<file path="config.mk">
export PLATFORM = sky130hd
export DESIGN_NAME = adc_cfg_loader
export DESIGN_NICKNAME = d
export VERILOG_FILES = /design/src/rtl/adc_cfg_pkg.sv /design/src/rtl/adc_cfg_timer.sv /design/src/rtl/adc_cfg_shreg.sv /design/src/rtl/adc_cfg_seq.sv /design/src/rtl/adc_cfg_loader.sv
export SDC_FILE = /design/constraint.sdc
export NUM_CORES = 1
export LEC_CHECK = 0
export ABC_CLOCK_PERIOD_IN_PS = 3200
export BUFFER_PORTS_ARGS = -buffer_cell sky130_fd_sc_hd__buf_2
export CAP_MARGIN = 25
export CORE_MARGIN = 5
export CORE_UTILIZATION = 55
export CTS_CLUSTER_DIAMETER = 120
export CTS_CLUSTER_SIZE = 8
export DETAILED_ROUTE_END_ITERATION = 10
export PLACE_DENSITY = 0.77
export SLEW_MARGIN = 20
export SYNTH_ARGS = -nofsm -noshare
export SYNTH_HDL_FRONTEND = slang
export SYNTH_SLANG_ARGS = --single-unit
</file>
<file path="constraint.sdc">
create_clock -name clk -period 3.2 [get_ports clk]
set_input_delay 0.32 -clock clk [delete_from_list [all_inputs] [get_ports clk]]
set_output_delay 0.32 -clock clk [all_outputs]
set_load 0.02 [all_outputs]
</file>
<file path="src/rtl/adc_cfg_pkg.sv">
// Shared types and helpers for the ADC configuration writer.
// Assumes an 8-bit configuration byte whose field positions the converter decodes.
package adc_cfg_pkg;

    localparam int CFG_BITS = 8;

    typedef enum logic [2:0] {
        ST_IDLE,
        ST_LEAD,
        ST_ARM,
        ST_LOW,
        ST_HIGH,
        ST_TAIL,
        ST_END
    } seq_state_e;

    // Packs the fields into the byte: reserved zeros, mode, shutdown, reference.
    function automatic logic [CFG_BITS-1:0] pack_cfg(
        input logic [1:0] mode,
        input logic       shdn,
        input logic [1:0] refm
    );
        return {2'b00, mode, shdn, 1'b0, refm};
    endfunction

endpackage

</file>
<file path="src/rtl/adc_cfg_timer.sv">
// Phase timer: a load with length L makes 'last' rise on the L-th cycle after it.
// Assumes every length loaded is at least 1.
module adc_cfg_timer #(
    parameter int W = 2
) (
    input  logic         clk,
    input  logic         rst_n,
    input  logic         load,
    input  logic [W-1:0] len,
    output logic         last
);

    logic [W-1:0] cnt;

    // Counts down the remaining cycles of the current phase.
    always_ff @(posedge clk) begin
        if (!rst_n)        cnt <= '0;
        else if (load)     cnt <= len - W'(1);
        else if (cnt != 0) cnt <= cnt - W'(1);
    end

    assign last = (cnt == '0);

    p_len_nonzero_r9: assert property (@(posedge clk) disable iff (!rst_n)
        load |-> (len != '0));

endmodule

</file>
<file path="src/rtl/adc_cfg_shreg.sv">
// Parallel-load shift register: it sends the byte MSB first and fills with ones.
// Assumes load and shift are never asserted together.
module adc_cfg_shreg #(
    parameter int N = 8
) (
    input  logic         clk,
    input  logic         rst_n,
    input  logic         load,
    input  logic [N-1:0] data,
    input  logic         shift,
    output logic         msb
);

    logic [N-1:0] sr;

    // Holds the byte and moves the next bit into the MSB slot on each shift.
    always_ff @(posedge clk) begin
        if (!rst_n)     sr <= '1;
        else if (load)  sr <= data;
        else if (shift) sr <= {sr[N-2:0], 1'b1};
    end

    assign msb = sr[N-1];

    p_no_load_shift_r2: assert property (@(posedge clk) disable iff (!rst_n)
        !(load && shift));

endmodule

</file>
<file path="src/rtl/adc_cfg_seq.sv">
// Frame sequencer: it orders the strobe, serial clock and data-enable phases of one load.
// Assumes the timer reports 'last' on the final cycle of each loaded phase.
module adc_cfg_seq
    import adc_cfg_pkg::*;
#(
    parameter int SETUP_CYC = 2,
    parameter int HOLD_CYC  = 2,
    parameter int HALF      = 2,
    parameter int TW        = 2
) (
    input  logic          clk,
    input  logic          rst_n,
    input  logic          start,
    input  logic          tmr_last,
    output logic          tmr_load,
    output logic [TW-1:0] tmr_len,
    output logic          sh_load,
    output logic          sh_shift,
    output logic          cnvst,
    output logic          sclk,
    output logic          busy,
    output logic          done,
    output logic          din_en
);

    localparam logic [TW-1:0] L_SETUP = TW'(SETUP_CYC);
    localparam logic [TW-1:0] L_HOLD  = TW'(HOLD_CYC);
    localparam logic [TW-1:0] L_HALF  = TW'(HALF);
    localparam logic [2:0]    LAST_BIT = 3'(CFG_BITS - 1);

    seq_state_e state, nxt;
    logic [2:0] bit_idx, idx_nxt;

    // Chooses the next phase and the timer length it needs.
    always_comb begin
        nxt      = state;
        idx_nxt  = bit_idx;
        tmr_load = 1'b0;
        tmr_len  = '0;
        sh_load  = 1'b0;
        sh_shift = 1'b0;
        unique case (state)
            ST_IDLE: if (start) begin
                nxt = ST_LEAD; tmr_load = 1'b1; tmr_len = L_SETUP; sh_load = 1'b1;
            end
            ST_LEAD: if (tmr_last) begin
                nxt = ST_ARM; tmr_load = 1'b1; tmr_len = L_HOLD;
            end
            ST_ARM: if (tmr_last) begin
                nxt = ST_LOW; tmr_load = 1'b1; tmr_len = L_HALF; idx_nxt = '0;
            end
            ST_LOW: if (tmr_last) begin
                tmr_load = 1'b1;
                if (bit_idx == LAST_BIT) begin
                    nxt = ST_TAIL; tmr_len = L_HOLD;
                end else begin
                    nxt = ST_HIGH; tmr_len = L_HALF; sh_shift = 1'b1;
                end
            end
            ST_HIGH: if (tmr_last) begin
                nxt = ST_LOW; tmr_load = 1'b1; tmr_len = L_HALF; idx_nxt = bit_idx + 3'd1;
            end
            ST_TAIL: if (tmr_last) nxt = ST_END;
            ST_END:  nxt = ST_IDLE;
            default: nxt = ST_IDLE;
        endcase
    end

    // Registers the state and drives the wire levels of the phase being entered.
    always_ff @(posedge clk) begin
        if (!rst_n) begin
            state   <= ST_IDLE;
            bit_idx <= '0;
            cnvst   <= 1'b1;
            sclk    <= 1'b1;
            busy    <= 1'b0;
            done    <= 1'b0;
            din_en  <= 1'b0;
        end else begin
            state   <= nxt;
            bit_idx <= idx_nxt;
            cnvst   <= (nxt == ST_IDLE) || (nxt == ST_LEAD) || (nxt == ST_END);
            sclk    <= (nxt == ST_IDLE) || (nxt == ST_LEAD) || (nxt == ST_ARM) || (nxt == ST_HIGH);
            busy    <= (nxt != ST_IDLE);
            done    <= (nxt == ST_END);
            din_en  <= (nxt == ST_ARM) || (nxt == ST_LOW) || (nxt == ST_HIGH) || (nxt == ST_TAIL);
        end
    end

    p_open_high_r3: assert property (@(posedge clk) disable iff (!rst_n)
        $fell(cnvst) |-> sclk);

    p_fall_in_frame_r5: assert property (@(posedge clk) disable iff (!rst_n)
        $fell(sclk) |-> !cnvst);

    p_done_single_r6: assert property (@(posedge clk) disable iff (!rst_n)
        done |=> (!done && sclk));

    p_done_at_rise_r6: assert property (@(posedge clk) disable iff (!rst_n)
        done |-> ($rose(cnvst) && !sclk));

    p_start_masked_r7: assert property (@(posedge clk) disable iff (!rst_n)
        (busy && start) |-> !sh_load);

endmodule

</file>
<file path="src/rtl/adc_cfg_loader.sv">
// Top of the ADC configuration writer: it builds the byte, clamps bad reference
// codes and wires sequencer, timer and shifter to the three converter lines.
// Assumes SYS_CLK_MHZ and SCLK_MAX_MHZ are positive and the margins are at least 1.
module adc_cfg_loader
    import adc_cfg_pkg::*;
#(
    parameter int         SYS_CLK_MHZ  = 200,
    parameter int         SCLK_MAX_MHZ = 50,
    parameter int         SETUP_CYC    = 2,
    parameter int         HOLD_CYC     = 2,
    parameter logic [1:0] REF_CLAMP    = 2'd0
) (
    input  logic       clk,
    input  logic       rst_n,
    input  logic       start_i,
    input  logic [1:0] mode_i,
    input  logic       shdn_i,
    input  logic [2:0] ref_i,
    output logic       busy_o,
    output logic       done_o,
    output logic       ref_err_o,
    output logic       cnvst_o,
    output logic       sclk_o,
    output logic       din_o
);

    localparam int HALF_RAW = (SYS_CLK_MHZ + 2 * SCLK_MAX_MHZ - 1) / (2 * SCLK_MAX_MHZ);
    localparam int HALF     = (HALF_RAW < 1) ? 1 : HALF_RAW;
    localparam int MAX_LEN  = (HALF > SETUP_CYC) ? ((HALF > HOLD_CYC) ? HALF : HOLD_CYC)
                                                 : ((SETUP_CYC > HOLD_CYC) ? SETUP_CYC : HOLD_CYC);
    localparam int TW       = $clog2(MAX_LEN + 1);

    logic          tmr_load, tmr_last, sh_load, sh_shift, sh_msb, din_en;
    logic [TW-1:0] tmr_len;
    logic [1:0]    ref_use;
    logic          ref_bad;
    logic [CFG_BITS-1:0] cfg_byte;

    assign ref_bad  = ref_i[2];
    assign ref_use  = ref_bad ? REF_CLAMP : ref_i[1:0];
    assign cfg_byte = pack_cfg(mode_i, shdn_i, ref_use);

    adc_cfg_seq #(
        .SETUP_CYC (SETUP_CYC),
        .HOLD_CYC  (HOLD_CYC),
        .HALF      (HALF),
        .TW        (TW)
    ) u_seq (
        .clk      (clk),
        .rst_n    (rst_n),
        .start    (start_i),
        .tmr_last (tmr_last),
        .tmr_load (tmr_load),
        .tmr_len  (tmr_len),
        .sh_load  (sh_load),
        .sh_shift (sh_shift),
        .cnvst    (cnvst_o),
        .sclk     (sclk_o),
        .busy     (busy_o),
        .done     (done_o),
        .din_en   (din_en)
    );

    adc_cfg_timer #(.W(TW)) u_timer (
        .clk   (clk),
        .rst_n (rst_n),
        .load  (tmr_load),
        .len   (tmr_len),
        .last  (tmr_last)
    );

    adc_cfg_shreg #(.N(CFG_BITS)) u_shreg (
        .clk   (clk),
        .rst_n (rst_n),
        .load  (sh_load),
        .data  (cfg_byte),
        .shift (sh_shift),
        .msb   (sh_msb)
    );

    // Records at each accepted request whether the reference code had to be clamped.
    always_ff @(posedge clk) begin
        if (!rst_n)       ref_err_o <= 1'b0;
        else if (sh_load) ref_err_o <= ref_bad;
    end

    assign din_o = din_en ? sh_msb : 1'b1;

    p_idle_lines_r1: assert property (@(posedge clk) disable iff (!rst_n)
        !busy_o |-> (cnvst_o && sclk_o && din_o && !done_o));

    p_din_steady_r4: assert property (@(posedge clk) disable iff (!rst_n)
        (!sclk_o && !cnvst_o && $past(!sclk_o) && $past(!cnvst_o)) |-> $stable(din_o));

    p_err_hold_r8: assert property (@(posedge clk) disable iff (!rst_n)
        (busy_o && $past(busy_o)) |-> $stable(ref_err_o));

endmodule

</file>
==> results.toml <==
[status]
status = "finished clean"

[timing]
setup_viol = 0
slew-limit-headroom = 0.593
setup_tns_ns = 0
finalMaxSlewViolations = 0
min_period_over_period = 0.597
max_freq_mhz = 523
worstMarginPinSlew_ns = 0.610
fin_ws_ns = 1.29
finClkSkew_ns = 0.00223
hold_viol_final = 0
fin_crit_ns = 1.91
rsz0062_at_grt = "false"

[cts]
post_cts_buffers = 0
clk_latency_ns = 0.29
cts_root_buf = "clkbuf_4"
cts_hold_buf = 0
cts.clk_slew.worst_paths_ns = 0.11
tritoncts = "built"
clock-sinks = 22
htreeDepth = 1
ctsResizeCount = 0
cts_inserted_buffers = 3
clockBufferDepth = 2

[setup_path]
critPathLaunch = "u_seq.bit_idx[0]"
path_class = "reg2reg"
crit_path_max_fanout = 6
r2r_slack_ns = 1.29
end_kind = "flip-flop"
worstReg2RegStart = "u_seq.bit_idx[0]"
crit_required_ns = 3.40
cp-start-kind = "flip-flop"
cp.arrival_ns = 2.11

[power_and_ir_drop]
peakVddDrop_mv = 0.323
powerDensity_nw_per_um2 = 562
power_uw = 654
leakage_uw = 0.000468

[placement]
place_ws_ns = 1.31
place_area_um2 = 1140
dpl.hpwl_mm = 1.56
place.port_buffers = 14
place_congestion = 0.864

[die]
io_pins = 15
fp.dieH_um = 54.5
die_w_um = 54.5
rows = 16
coreArea_um2 = 1920
dieArea_um2 = 2970
start_util = 0.566

[drt]
detail_route.vias_per_cell = 5.78
drc_errors = 0
ant_nets = 0
first_pass_iters = 4
routedWlPerCell_um = 14.1
vias = 873
drt_first_iter_violations = 15
wirelength_mm = 2.13

[finish]
syn_to_final_growth_pct = 6.90
design_area_um2 = 1160
mostFrequentLayoutCells = "dfxtp_1, buf_2, o21ai_0, nor2_1, nand3_1"
fin_util = 0.605
multi_input_area_um2 = 582
fill_cells = 190
seq_area_um2 = 440
final_nets = 138
mostFrequentLayoutCell = "dfxtp_1"
diodes = 0
drive_gt1_frac = 0.194

[global_routing]
grt_overflow_total = 0
grt_usage = 0.165
first_global_vias = 830
antenna_found_initial = 0
grt_pass1_wl_mm = 3.57
grt_max_degree = 20

[worst_hold_path]
min_from = "ref_i[2]"
hp-class = "in2reg"

[synthesis]
synthArstFlopShare = 0
yosysWarningCount = 0
synth_area_um2 = 1090
synth_cell_types = 41
synth_edf_count = 0
synth_seq_area_share = 0.405
synth_seq_cells = 22
postSynthCellCount = 116
postSynthAreaPerCell_um2 = 9.38
syn_nets = 128
synth_flop_cell = "dfxtp_1"

[job]
max-cap-violations = 0
-- final timing paths --
check	endpoint	cells past startpoint
worst min-delay path	ref_err_o	3
worst min register to register	u_shreg.sr[6]	2
worst max register to register	u_shreg.sr[7]	5
worst max-delay path	u_shreg.sr[7]	5
-- area by class of cell --
class,count,area share
multi-input combinational,81,0.500
clock buffer,3,0.0194
inverter,4,0.0129
timing repair buffer,14,0.0602
tap,27,0.0290
sequential,22,0.378
-- kinds of logic (layout without fill, tap and decap cells) --
group,after synthesis,count (layout),share of synthesized area
AOI/OAI and AO/OA,33,33,0.222
xor gates and xnor gates,1,1,0.00805
adders and majority gates,3,3,0.0345
buffers and inverters,13,21,0.0609
DFF,22,22,0.405
muxes,4,4,0.0391
and+or+nand+nor,40,40,0.231
-- through the flow --
step                      std cells  hold slack, ns
after floorplan                 116           0.444
after global placement          148           0.451
after detailed placement        148           0.470
after CTS                       151           0.276
after global routing            151           0.301
final                           151           0.282
-- state kept, by name, summed over array words and instances (netlist names) --
signal,flops
u_timer.cnt,2
u_seq.cnvst,1
u_seq.busy,1
u_shreg.sr,8
u_seq.done,1
u_seq.state,3
u_seq.sclk,1
u_seq.bit_idx,3
u_seq.din_en,1
ref_err_o,1
-- report_power, final --
group	internal [uW]	switching (uW)	total (uW)
Combinational	87.7	88.4	176
Sequential	313	43.4	357
Clock	43.8	77.0	121
-- per-layer routing --
metal  global-route usage  share of wire  up-vias
met5                    0              0        -
met4               0.0622         0.0047        0
met3               0.0272          0.059        2
met2                0.279           0.48       22
met1                0.208           0.46      410
li1                     -              -      439
-- synth_stat cells (all sizes together) (2+ instances only) --
library cell  instances  share of area
dfxtp                22           0.40
o21ai                10          0.046
nor2                  9          0.031
nand3                 6          0.028
a221o                 5          0.046
buf                   5          0.033
clkbuf                4          0.014
nand2                 4          0.014
nor2b                 4          0.023
a21oi                 3          0.014
ha                    3          0.034
inv                   3          0.010
nand2b                3          0.017
nor3b                 3          0.021
a31oi                 2          0.011
and2                  2          0.011
mux2                  2          0.021
mux2i                 2          0.018
o211ai                2          0.014
o21a                  2          0.014
o21bai                2          0.014
or3                   2          0.016
or4b                  2          0.022
-- worst max-delay path: stages, from the launching register on --
cell and delay (ns):
dfxtp_1 0.35, ha_1 0.21, ha_1 0.22, nor4b_4 0.37, mux2_2 0.38, a221o_1 0.28
No activity file was read; power rests on OpenSTA's default activity.
